`src/rtl/tc_alu_pkg.sv`:
```
// Package: function codes and the status word layout shared by the ALU.
// Assumes: a three-bit function select; codes 110 and 111 are unused.
package tc_alu_pkg;

    typedef enum logic [2:0] {
        OP_ADD  = 3'b000,
        OP_SUB  = 3'b001,
        OP_AND  = 3'b010,
        OP_OR   = 3'b011,
        OP_XOR  = 3'b100,
        OP_NOTA = 3'b101
    } alu_op_e;

    typedef struct packed {
        logic ovf;
        logic cry;
        logic zro;
        logic neg;
    } alu_flags_t;

endpackage

```
`src/rtl/tc_alu_addsub.sv`:
```
// Adder/subtractor: adds B, or the two's complement of B, to A.
// Reports the adder carry-out and the sign-rule overflow separately.
// Assumes: operands are two's complement of width W >= 2.
module tc_alu_addsub #(
    parameter int W = 8
) (
    input  logic [W-1:0] a,
    input  logic [W-1:0] b,
    input  logic         sub,
    output logic [W-1:0] sum,
    output logic         cry,
    output logic         ovf
);
    localparam int MSB = W - 1;

    logic [W-1:0] b_eff;
    logic [W:0]   full;

    // Invert the subtrahend and form the wide sum with carry-in.
    always_comb begin
        b_eff = sub ? ~b : b;
        full  = {1'b0, a} + {1'b0, b_eff} + {{W{1'b0}}, sub};
        sum   = full[W-1:0];
        cry   = full[W];
        ovf   = (a[MSB] == b_eff[MSB]) && (sum[MSB] != a[MSB]);
    end

    // Sign-rule checks on the original operands.
    always_comb begin
        // adding unlike signs never overflows
        a_r3_no_overflow: assert (sub || (a[MSB] == b[MSB]) || !ovf)
            else $error("add overflow with unlike operand signs");
        // subtracting like signs never overflows
        a_r4_no_overflow: assert (!sub || (a[MSB] != b[MSB]) || !ovf)
            else $error("sub overflow with like operand signs");
        // a subtract overflow leaves the subtrahend's sign in the result
        a_r4_sign_match: assert (!(sub && ovf) || (sum[MSB] == b[MSB]))
            else $error("sub overflow with result sign unlike subtrahend");
    end

endmodule

```
`src/rtl/tc_alu_logic.sv`:
```
// Bitwise unit: AND, OR, XOR of A and B, or the inverse of A.
// Any other code yields zero. Assumes: op uses tc_alu_pkg codes.
module tc_alu_logic #(
    parameter int W = 8
) (
    input  logic [W-1:0] a,
    input  logic [W-1:0] b,
    input  logic [2:0]   op,
    output logic [W-1:0] res
);
    import tc_alu_pkg::*;

    for (genvar i = 0; i < W; i++) begin : g_bit
        // Per-bit function select.
        always_comb begin
            case (op)
                OP_AND:  res[i] = a[i] & b[i];
                OP_OR:   res[i] = a[i] | b[i];
                OP_XOR:  res[i] = a[i] ^ b[i];
                OP_NOTA: res[i] = ~a[i];
                default: res[i] = 1'b0;
            endcase
        end
    end

    // The inverse function must not depend on B.
    always_comb begin
        // invert-A output is the complement of A whatever B holds
        a_r6_invert_a: assert (op != OP_NOTA || res == ~a)
            else $error("invert-A result does not match ~A");
    end

endmodule

```
`src/rtl/tc_alu_flags.sv`:
```
// Status builder: zero and negative from the result; overflow and carry
// passed on only for arithmetic functions. Assumes W >= 1.
module tc_alu_flags #(
    parameter int W = 8
) (
    input  logic [W-1:0]           res,
    input  logic                   arith,
    input  logic                   cry_in,
    input  logic                   ovf_in,
    output tc_alu_pkg::alu_flags_t flags
);
    // Assemble the status word.
    always_comb begin
        flags.ovf = arith & ovf_in;
        flags.cry = arith & cry_in;
        flags.zro = ~|res;
        flags.neg = res[W-1];
    end

endmodule

```
`src/rtl/tc_alu.sv`:
```
// Top: two's complement ALU with {overflow, carry, zero, negative} status.
// Combinational; function codes per tc_alu_pkg, 110/111 give zero.
// Assumes W >= 2.
module tc_alu #(
    parameter int W = 8
) (
    input  logic [W-1:0] opnd_a,
    input  logic [W-1:0] opnd_b,
    input  logic [2:0]   func_sel,
    output logic [W-1:0] result,
    output logic [3:0]   status
);
    import tc_alu_pkg::*;

    logic         is_arith;
    logic         is_sub;
    logic [W-1:0] sum;
    logic         add_cry;
    logic         add_ovf;
    logic [W-1:0] bit_res;
    alu_flags_t   flags;

    // Decode the arithmetic functions.
    always_comb begin
        is_sub   = (func_sel == OP_SUB);
        is_arith = (func_sel == OP_ADD) || is_sub;
    end

    tc_alu_addsub #(.W(W)) u_addsub (
        .a   (opnd_a),
        .b   (opnd_b),
        .sub (is_sub),
        .sum (sum),
        .cry (add_cry),
        .ovf (add_ovf)
    );

    tc_alu_logic #(.W(W)) u_logic (
        .a   (opnd_a),
        .b   (opnd_b),
        .op  (func_sel),
        .res (bit_res)
    );

    // Pick the arithmetic or the bitwise result.
    always_comb result = is_arith ? sum : bit_res;

    tc_alu_flags #(.W(W)) u_flags (
        .res    (result),
        .arith  (is_arith),
        .cry_in (add_cry),
        .ovf_in (add_ovf),
        .flags  (flags)
    );

    // Drive the packed status port.
    always_comb status = flags;

    // Cross-unit checks at the top level.
    always_comb begin
        // bitwise functions never report overflow or carry
        a_r7_no_arith_flags: assert (is_arith || status[3:2] == 2'b00)
            else $error("bitwise function with overflow/carry set");
        // unused codes give a zero result and only the zero flag
        a_r9_unused_zero: assert (func_sel[2:1] != 2'b11 ||
                                  (result == '0 && status == 4'b0010))
            else $error("unused code gave nonzero output");
    end

endmodule

```
`config.mk`:
```
export PLATFORM = sky130hd
export DESIGN_NAME = tc_alu
export DESIGN_NICKNAME = d
export VERILOG_FILES = /design/src/rtl/tc_alu_pkg.sv /design/src/rtl/tc_alu_addsub.sv /design/src/rtl/tc_alu_logic.sv /design/src/rtl/tc_alu_flags.sv /design/src/rtl/tc_alu.sv
export SDC_FILE = /design/constraint.sdc
export NUM_CORES = 1
export LEC_CHECK = 0
export ABC_AREA = 1
export BUFFER_PORTS_ARGS = -buffer_cell sky130_fd_sc_hd__buf_2
export CELL_PAD_IN_SITES_DETAIL_PLACEMENT = 1
export CELL_PAD_IN_SITES_GLOBAL_PLACEMENT = 1
export CORE_MARGIN = 4
export CORE_UTILIZATION = 35
export DETAILED_ROUTE_END_ITERATION = 7
export PLACE_DENSITY_LB_ADDON = 0.1
export SKIP_LAST_GASP = 1
export SLEW_MARGIN = 40
export SYNTH_ARGS = -nofsm -noshare
export SYNTH_HDL_FRONTEND = slang
export SYNTH_SLANG_ARGS = --single-unit
```
`constraint.sdc`:
```
create_clock -name vclk -period 4.74
set_input_delay 0.711 -clock vclk [all_inputs]
set_output_delay 0.711 -clock vclk [all_outputs]
set_load 0.01 [all_outputs]
```
==> flow_summary.rst, run 1 <==
.. list-table::
   :header-rows: 1

   * - Metric
     - Value
   * - Worst path max stage delay
     - 480 ps
   * - Area of the mapped netlist
     - 1150 um2
   * - Worst slack at placement
     - between 1000 and 1500 ps
   * - Number of vias after detailed routing
     - 1309
   * - Post-detailed-routing wire length
     - around 3.5 mm
   * - Data arrival time of the worst path
     - 2920 ps
   * - Cell family with the largest share of critical-path delay
     - simple AND/OR/NAND/NOR gates
   * - Critical-path top delay cell
     - fa_1
   * - Half-perimeter wire length of the detailed placement result
     - 3.05 mm
   * - Die Footprint
     - approximately 4300 um2
   * - Number of standard-cell rows in the floorplan
     - 20
   * - Worst hold path type
     - in -> out
   * - Worst Path Max Fanout
     - 10
   * - Launching element type of the critical path
     - input pin
   * - Hold-fix buffer count after cts
     - 0
   * - Maximum capacitance violations
     - 0
   * - Status
     - finished clean
   * - Via count of the first global-routing pass
     - 1340
   * - Sort of element at the end of the critical path
     - output pin
   * - Port Buffers
     - 31
   * - Height of the die
     - approximately 65 um
   * - Crit path required time
     - 4030 ps
   * - Cells on Worst Hold Path
     - 4
   * - Worst Path Class, Setup
     - in -> out
   * - Endpoints failing setup
     - 0
   * - DRC marker count from the first detailed-route iteration
     - 27
   * - WL per Instance
     - 13.0 um
   * - Initial antenna violation count
     - 0
   * - Horizontal die dimension
     - roughly 65 um
   * - Post-layout instance area
     - 1340 um2
   * - Final Max Slew Viols
     - 0
   * - Post-synth cell types
     - 27
   * - Mean instance size in the synthesized netlist
     - 5.87 um2
   * - First-pass GRT wire length
     - 5.92 mm
   * - Final Hold Viols
     - 0
   * - Layout sequential cell count
     - 0
   * - Total negative setup slack
     - 0 ps
   * - Number of nets with antenna violations after routing
     - 0
   * - Filler Cells Inserted
     - roughly 470
   * - Sequential cell area in the final layout
     - 0 um2
   * - Power density over cell area
     - around 120 nW/um2
   * - Ant. Diodes
     - 0
   * - Maximum number of pins on one net before global-route repair
     - 11
   * - Vias per Instance
     - 4.88
   * - Proportion of synthesized chip area in sequential cells
     - 0
   * - Setup repair after global routing missed its margin
     - false
   * - CP Buf/Inv Count
     - 3
   * - Global placer's final weighted congestion
     - 0.874
   * - First-pass iteration count of the detailed router
     - 6
   * - Number of nets in the layout
     - about 270
   * - Clock buf count
     - 0
   * - Area growth from synthesis to final layout
     - 16.5%
   * - Leak
     - 0.811 nW
   * - Total GRT Usage
     - 0.170
   * - Worst slew margin
     - 0.643
   * - Cell count after placement
     - approximately 270
   * - Area of the multi-input gates
     - 982 um2
   * - Slew of the pin with the lowest slew margin
     - 532 ps
   * - Fraction of final layout cells with drive strength greater than 1
     - 0.183
   * - Initial Utilization
     - 0.371
   * - Levels on crit path
     - 14
   * - Count of buffers added by post-CTS timing repair for setup
     - 0
   * - Peak supply drop
     - 0.0486 mV
   * - Worst-path cell chain
     - buf_2, inv_4, nand3_4, xor2_1, fa_1, xor2_1, nand2_1, nand3_1, nor2_1, nand3_1, nor2_1, nand2_1, nor2_1, buf_2
   * - Yosys warnings
     - 0
   * - Placed cell areas
     - 1340 um2
   * - Share of the clock period used by the worst path
     - 0.767
   * - Total DRC errors in the routed layout
     - 0
   * - IO Count
     - 31
   * - Synthesized net count
     - 241
   * - Cell mode on critical path
     - nor2_1
   * - Fin crit period
     - 3640 ps
   * - Overflow left after global routing
     - 0
   * - Peak Freq
     - 275 MHz
   * - Number of cells upsized or downsized after cts
     - 0
   * - Synthesized instance count
     - 196
   * - Standard cell core area
     - 3100 um2
   * - Worst Slack Setup Final
     - 1100 ps
   * - Final Instance Count excl. Fillers
     - 268
==> synth_stat cells, types with 2 or more instances <==
master    count  share of area
inv_2         2         0.0065
a211oi_1      2          0.013
nand3_2       2          0.017
buf_4         2          0.013
ha_1         25           0.27
nand2_1      36           0.12
inv_1        36           0.12
nor2_1       32           0.10
o21ai_0       5          0.022
xor2_1        8          0.061
nand4_1       3          0.016
a21boi_0      2          0.013
nand3_1      23           0.10
a21oi_1       5          0.022
==> worst min-delay path, stage by stage <==
cell and delay [ps]:
buf_2 130, nand3_1 80, a21boi_0 70, buf_2 130
==> where the power goes <==
group          switching (W)  internal (W)  total (W)
clock network              0             0          0
logic              0.0000980     0.0000575   0.000155
registers                  0             0          0
==> metal layers <==
metal / vias to the layer above / GRT usage / routed length [um]
li1: 678 / - / -
met1: 601 / 0.226 / 1680
met2: 28 / 0.312 / 1670
met3: 2 / 0.00513 / 122
met4: 0 / 0.0181 / 23
met5: - / 0 / 0
==> placed cells by master (no fill, tap or decap), drive strengths merged <==
| master | instances |
|---|---|
| nor3 | 2 |
| fa | 1 |
| nor2 | 33 |
| nand3 | 26 |
| nand3b | 1 |
| a31oi | 1 |
| buf | 31 |
| ha | 25 |
| a21oi | 5 |
| o211ai | 1 |
| inv | 39 |
| o21bai | 1 |
| nand2 | 38 |
| a21boi | 2 |
| a211oi | 2 |
| xor2 | 8 |
| nand4 | 3 |
| o21ai | 5 |
==> logic make-up (layout without fill, tap and decap cells) <==
group	after synthesis	count (layout)	synth area share
compound gates	17	17	0.0880
fa+ha+maj	26	26	0.289
simple gates	103	103	0.415
buf+inv	42	70	0.147
xor+xnor	8	8	0.0609
==> area by class of cell <==
cell class,instances,area share
Multi-Input combinational cell,154,0.732
Timing Repair Buffer,31,0.116
Inverter,39,0.111
Tap cell,44,0.0410
==> per-stage QoR <==
| stage | util | hold WS (ps) | total power, W |
|---|---|---|---|
| 6_report | 0.432 | 1830 | 0.000155 |
| 5_1_grt | 0.432 | 1890 | 0.000177 |
| 4_1_cts | 0.432 | 1840 | 0.000156 |
| 3_5_place_dp | 0.432 | 1830 | 0.000155 |
| 3_3_place_gp | 0.432 | 1830 | 0.000150 |
| 2_1_floorplan | - | 1610 | 0.000105 |
==> path summary, 6_finish.rpt <==
kind,from,end,slack (ps)
max,func_sel[2],status[1],1100
min,opnd_a[7],status[3],1830
(Power assumes the default switching activity.)
==> run 2: changes to the inputs <==
Settings changed: ABC_AREA 1 to 0.
Clock period 4.74 ns to 3.1 ns, I/O delays scaled along.
==> run 2 against run 1 <==
  * The run now ends with negative setup slack left
  * First-iteration DRC count rose by 140%
  * Synthesized cell count fell by 24%
  * Highest routed layer unchanged
  * Critical path type unchanged
  * Clock-buffer cell count did not move
  * Die area fell by 2.4%
  * Critical path depth fell by 3
  * Design area rose by 49%
  * Critical endpoint unchanged
  * Combinational power rose to 2.9 times the previous value
==> flow_summary.rst, run 2 <==
.. list-table::
   :header-rows: 1

   * - Metric
     - Value
   * - Sw Ratio
     - 0.493
   * - WL per Instance
     - 20.5 um
   * - Worst Path Max Fanout
     - 4
   * - Top library cells by usage in the layout, fill and taps aside
     - 43 x buf_4, 26 x buf_2, 22 x ha_1
   * - Highest metal layer used by the detailed router
     - met4
   * - Cell count after placement
     - 260
   * - Sort of element at the end of the critical path
     - output pin
   * - DRC marker count from the first detailed-route iteration
     - 65
   * - IO Count
     - 31
   * - Startpoint of the most critical hold path
     - opnd_a[7]
   * - Initial antenna violation count
     - 0
   * - Global placer's final weighted congestion
     - 0.892
   * - Area growth from synthesis to final layout
     - 78.7%
   * - List of most frequent post-synthesis cells
     - 25 x ha_1, 19 x inv_1, 11 x nor2_1, 10 x xnor2_1, 8 x o21ai_0
   * - Met3 layer wire length in the routed design
     - 229 um
   * - Power density over cell area
     - 227 nW/um2
   * - Filler Cells Inserted
     - 381
   * - Share of the core filled with cells in the final layout
     - 0.655
   * - Proportion of synthesized chip area in sequential cells
     - 0
   * - Most common library cell in the layout ignoring fill and taps
     - buf_4
   * - Combinational cell fraction of total power
     - 1.000
   * - Worst slack at placement
     - -720 ps
   * - Worst-case hold slack
     - about 1400 ps
   * - Share of Yosys cell area claimed by the top area cell type
     - 0.279
   * - Standard cell core area
     - 3050 um2
   * - Share of the clock period used by the worst path
     - 1.20
   * - Launching element type of the critical path
     - input pin
   * - Number of nets in the layout
     - 273
   * - Post-layout instance area
     - 2000 um2
   * - Status
     - complete, but fails checks
   * - Yosys warnings
     - 0
   * - Ant. Diodes
     - 0
   * - Total GRT Usage
     - 0.237
   * - Number of nets with antenna violations after routing
     - 0
   * - Initial Utilization
     - 0.367
   * - Failing checks
     - negative setup slack
   * - Post-synth cell types
     - 44
   * - Cells on Worst Hold Path
     - 4
   * - Peak Freq
     - ~270 MHz
   * - Power share of the clock group
     - 0
   * - Layout sequential cell count
     - 0
   * - Maximum capacitance violations
     - 0
   * - Final Hold Viols
     - 0
   * - Final Instance Count excl. Fillers
     - 270
   * - Fraction of final layout cells with drive strength greater than 1
     - 0.549
   * - Sequential cell fraction of total power
     - 0
   * - Fin crit period
     - 3730 ps
   * - Peak supply drop
     - 0.106 mV
   * - Most frequent cell after synthesis
     - ha_1
   * - Synthesized instance count
     - 148
   * - Worst hold path type
     - in -> out
   * - Synth top area cells
     - ha_1 28%, xnor2_1 7.8%, inv_1 6.4%
   * - Number of vias after detailed routing
     - about 1500
   * - Switching power
     - 0.000224 W
   * - Maximum number of pins on one net before global-route repair
     - 20
   * - Worst Path Class, Setup
     - in -> out
   * - Height of the die
     - 64.6 um
   * - First-pass GRT wire length
     - around 7.9 mm
   * - Setup repair after global routing missed its margin
     - true
   * - WHS Endpoint
     - status[3]
   * - Number of standard-cell rows in the floorplan
     - 20
   * - First-pass iteration count of the detailed router
     - 4
   * - Vias per Instance
     - ~5.5
   * - DRT met1 WL
     - 2.19 mm
   * - Overflow left after global routing
     - 0
   * - Library cell with the largest summed area after synthesis
     - ha_1
   * - Port Buffers
     - 31
   * - Final Max Slew Viols
     - 0
   * - Placed cell areas
     - 1640 um2
   * - Die Footprint
     - 4170 um2
   * - Clock buf count
     - 0
   * - Slew of the pin with the lowest slew margin
     - 341 ps
   * - Synthesized net count
     - approximately 190
   * - Area of the mapped netlist
     - between 1000 and 1500 um2
   * - Post-detailed-routing wire length
     - 5.53 mm
   * - Total DRC errors in the routed layout
     - 0
   * - Mean instance size in the synthesized netlist
     - 7.57 um2
   * - Sequential cell area in the final layout
     - 0 um2
   * - Half-perimeter wire length of the detailed placement result
     - 3.38 mm
   * - Via count of the first global-routing pass
     - 1642
   * - Hold-fix buffer count after cts
     - 0
   * - Cell internal pwr
     - 0.000230 W
   * - Worst Slack Setup Final
     - -626 ps
   * - Endpoints failing setup
     - 7
   * - Horizontal die dimension
     - 64.6 um
   * - Worst slew margin
     - 0.773
   * - Data arrival time of the worst path
     - 3260 ps
   * - Total length of routed met2 wires
     - approximately 3 mm
   * - Leak
     - about 0.99 nW
   * - Crit path required time
     - roughly 2600 ps
## run 2: power groups by stage
stage	Sequential, W	Combinational [W]	Clock, W
finish	0	0.000454	0
global route	0	0.000484	0
floorplan	0	0.000175	0
global placement	0	0.000300	0
detailed placement	0	0.000314	0
CTS	0	0.000365	0
## run 2: layout make-up
class	instances	area [um2]	share of cell area
Multi-Input combinational cell	124	1260	0.630
Tap cell	44	55.1	0.0275
Timing Repair Buffer	83	614	0.307
Inverter	19	71.3	0.0356
## run 2: cell families after synthesis
group           synth area share
compound gates             0.279
buf+inv                   0.0916
mux                       0.0268
xor+xnor                  0.0860
simple gates               0.219
fa+ha+maj                  0.297
## run 2: metal layers
metal	track usage	up-vias
li1	-	694
met1	0.260	739
met2	0.492	53
met3	0.00520	6
met4	0.0528	0
met5	0	-
## run 2: worst max-delay path by stage
| stage | end | cells past startpoint | start |
|---|---|---|---|
| 6_report | status[1] | 11 | func_sel[1] |
| 3_5_place_dp | status[1] | 11 | func_sel[1] |
| 4_1_cts | status[1] | 11 | func_sel[1] |
| 5_1_grt | status[1] | 13 | func_sel[2] |
| 2_1_floorplan | status[1] | 12 | func_sel[0] |
| 3_3_place_gp | status[1] | 12 | func_sel[1] |
## run 2: per-stage QoR
stage / setup TNS, ps / total power [W]
2_1_floorplan: -564 / 0.000175
3_3_place_gp: -1480 / 0.000300
3_5_place_dp: -1810 / 0.000314
4_1_cts: -928 / 0.000365
5_1_grt: -2550 / 0.000484
6_report: -1830 / 0.000454
## run 2: what timing repair did
item | 4_1_cts | 5_1_grt
setup buffers | 7 | 7
endpoints found under the setup margin | 8 | 8
pin swaps | 16 | 17
gates resized for setup | 33 | 31
## run 2: worst max-delay path, stage by stage
cell and delay, ps:
buf_6 110, or4b_4 550, nand2_2 100, fa_2 240
xnor2_1 130, o21ai_1 80, a221o_1 380, or4_4 530
or3_4 400, nor3_2 120, buf_2 160
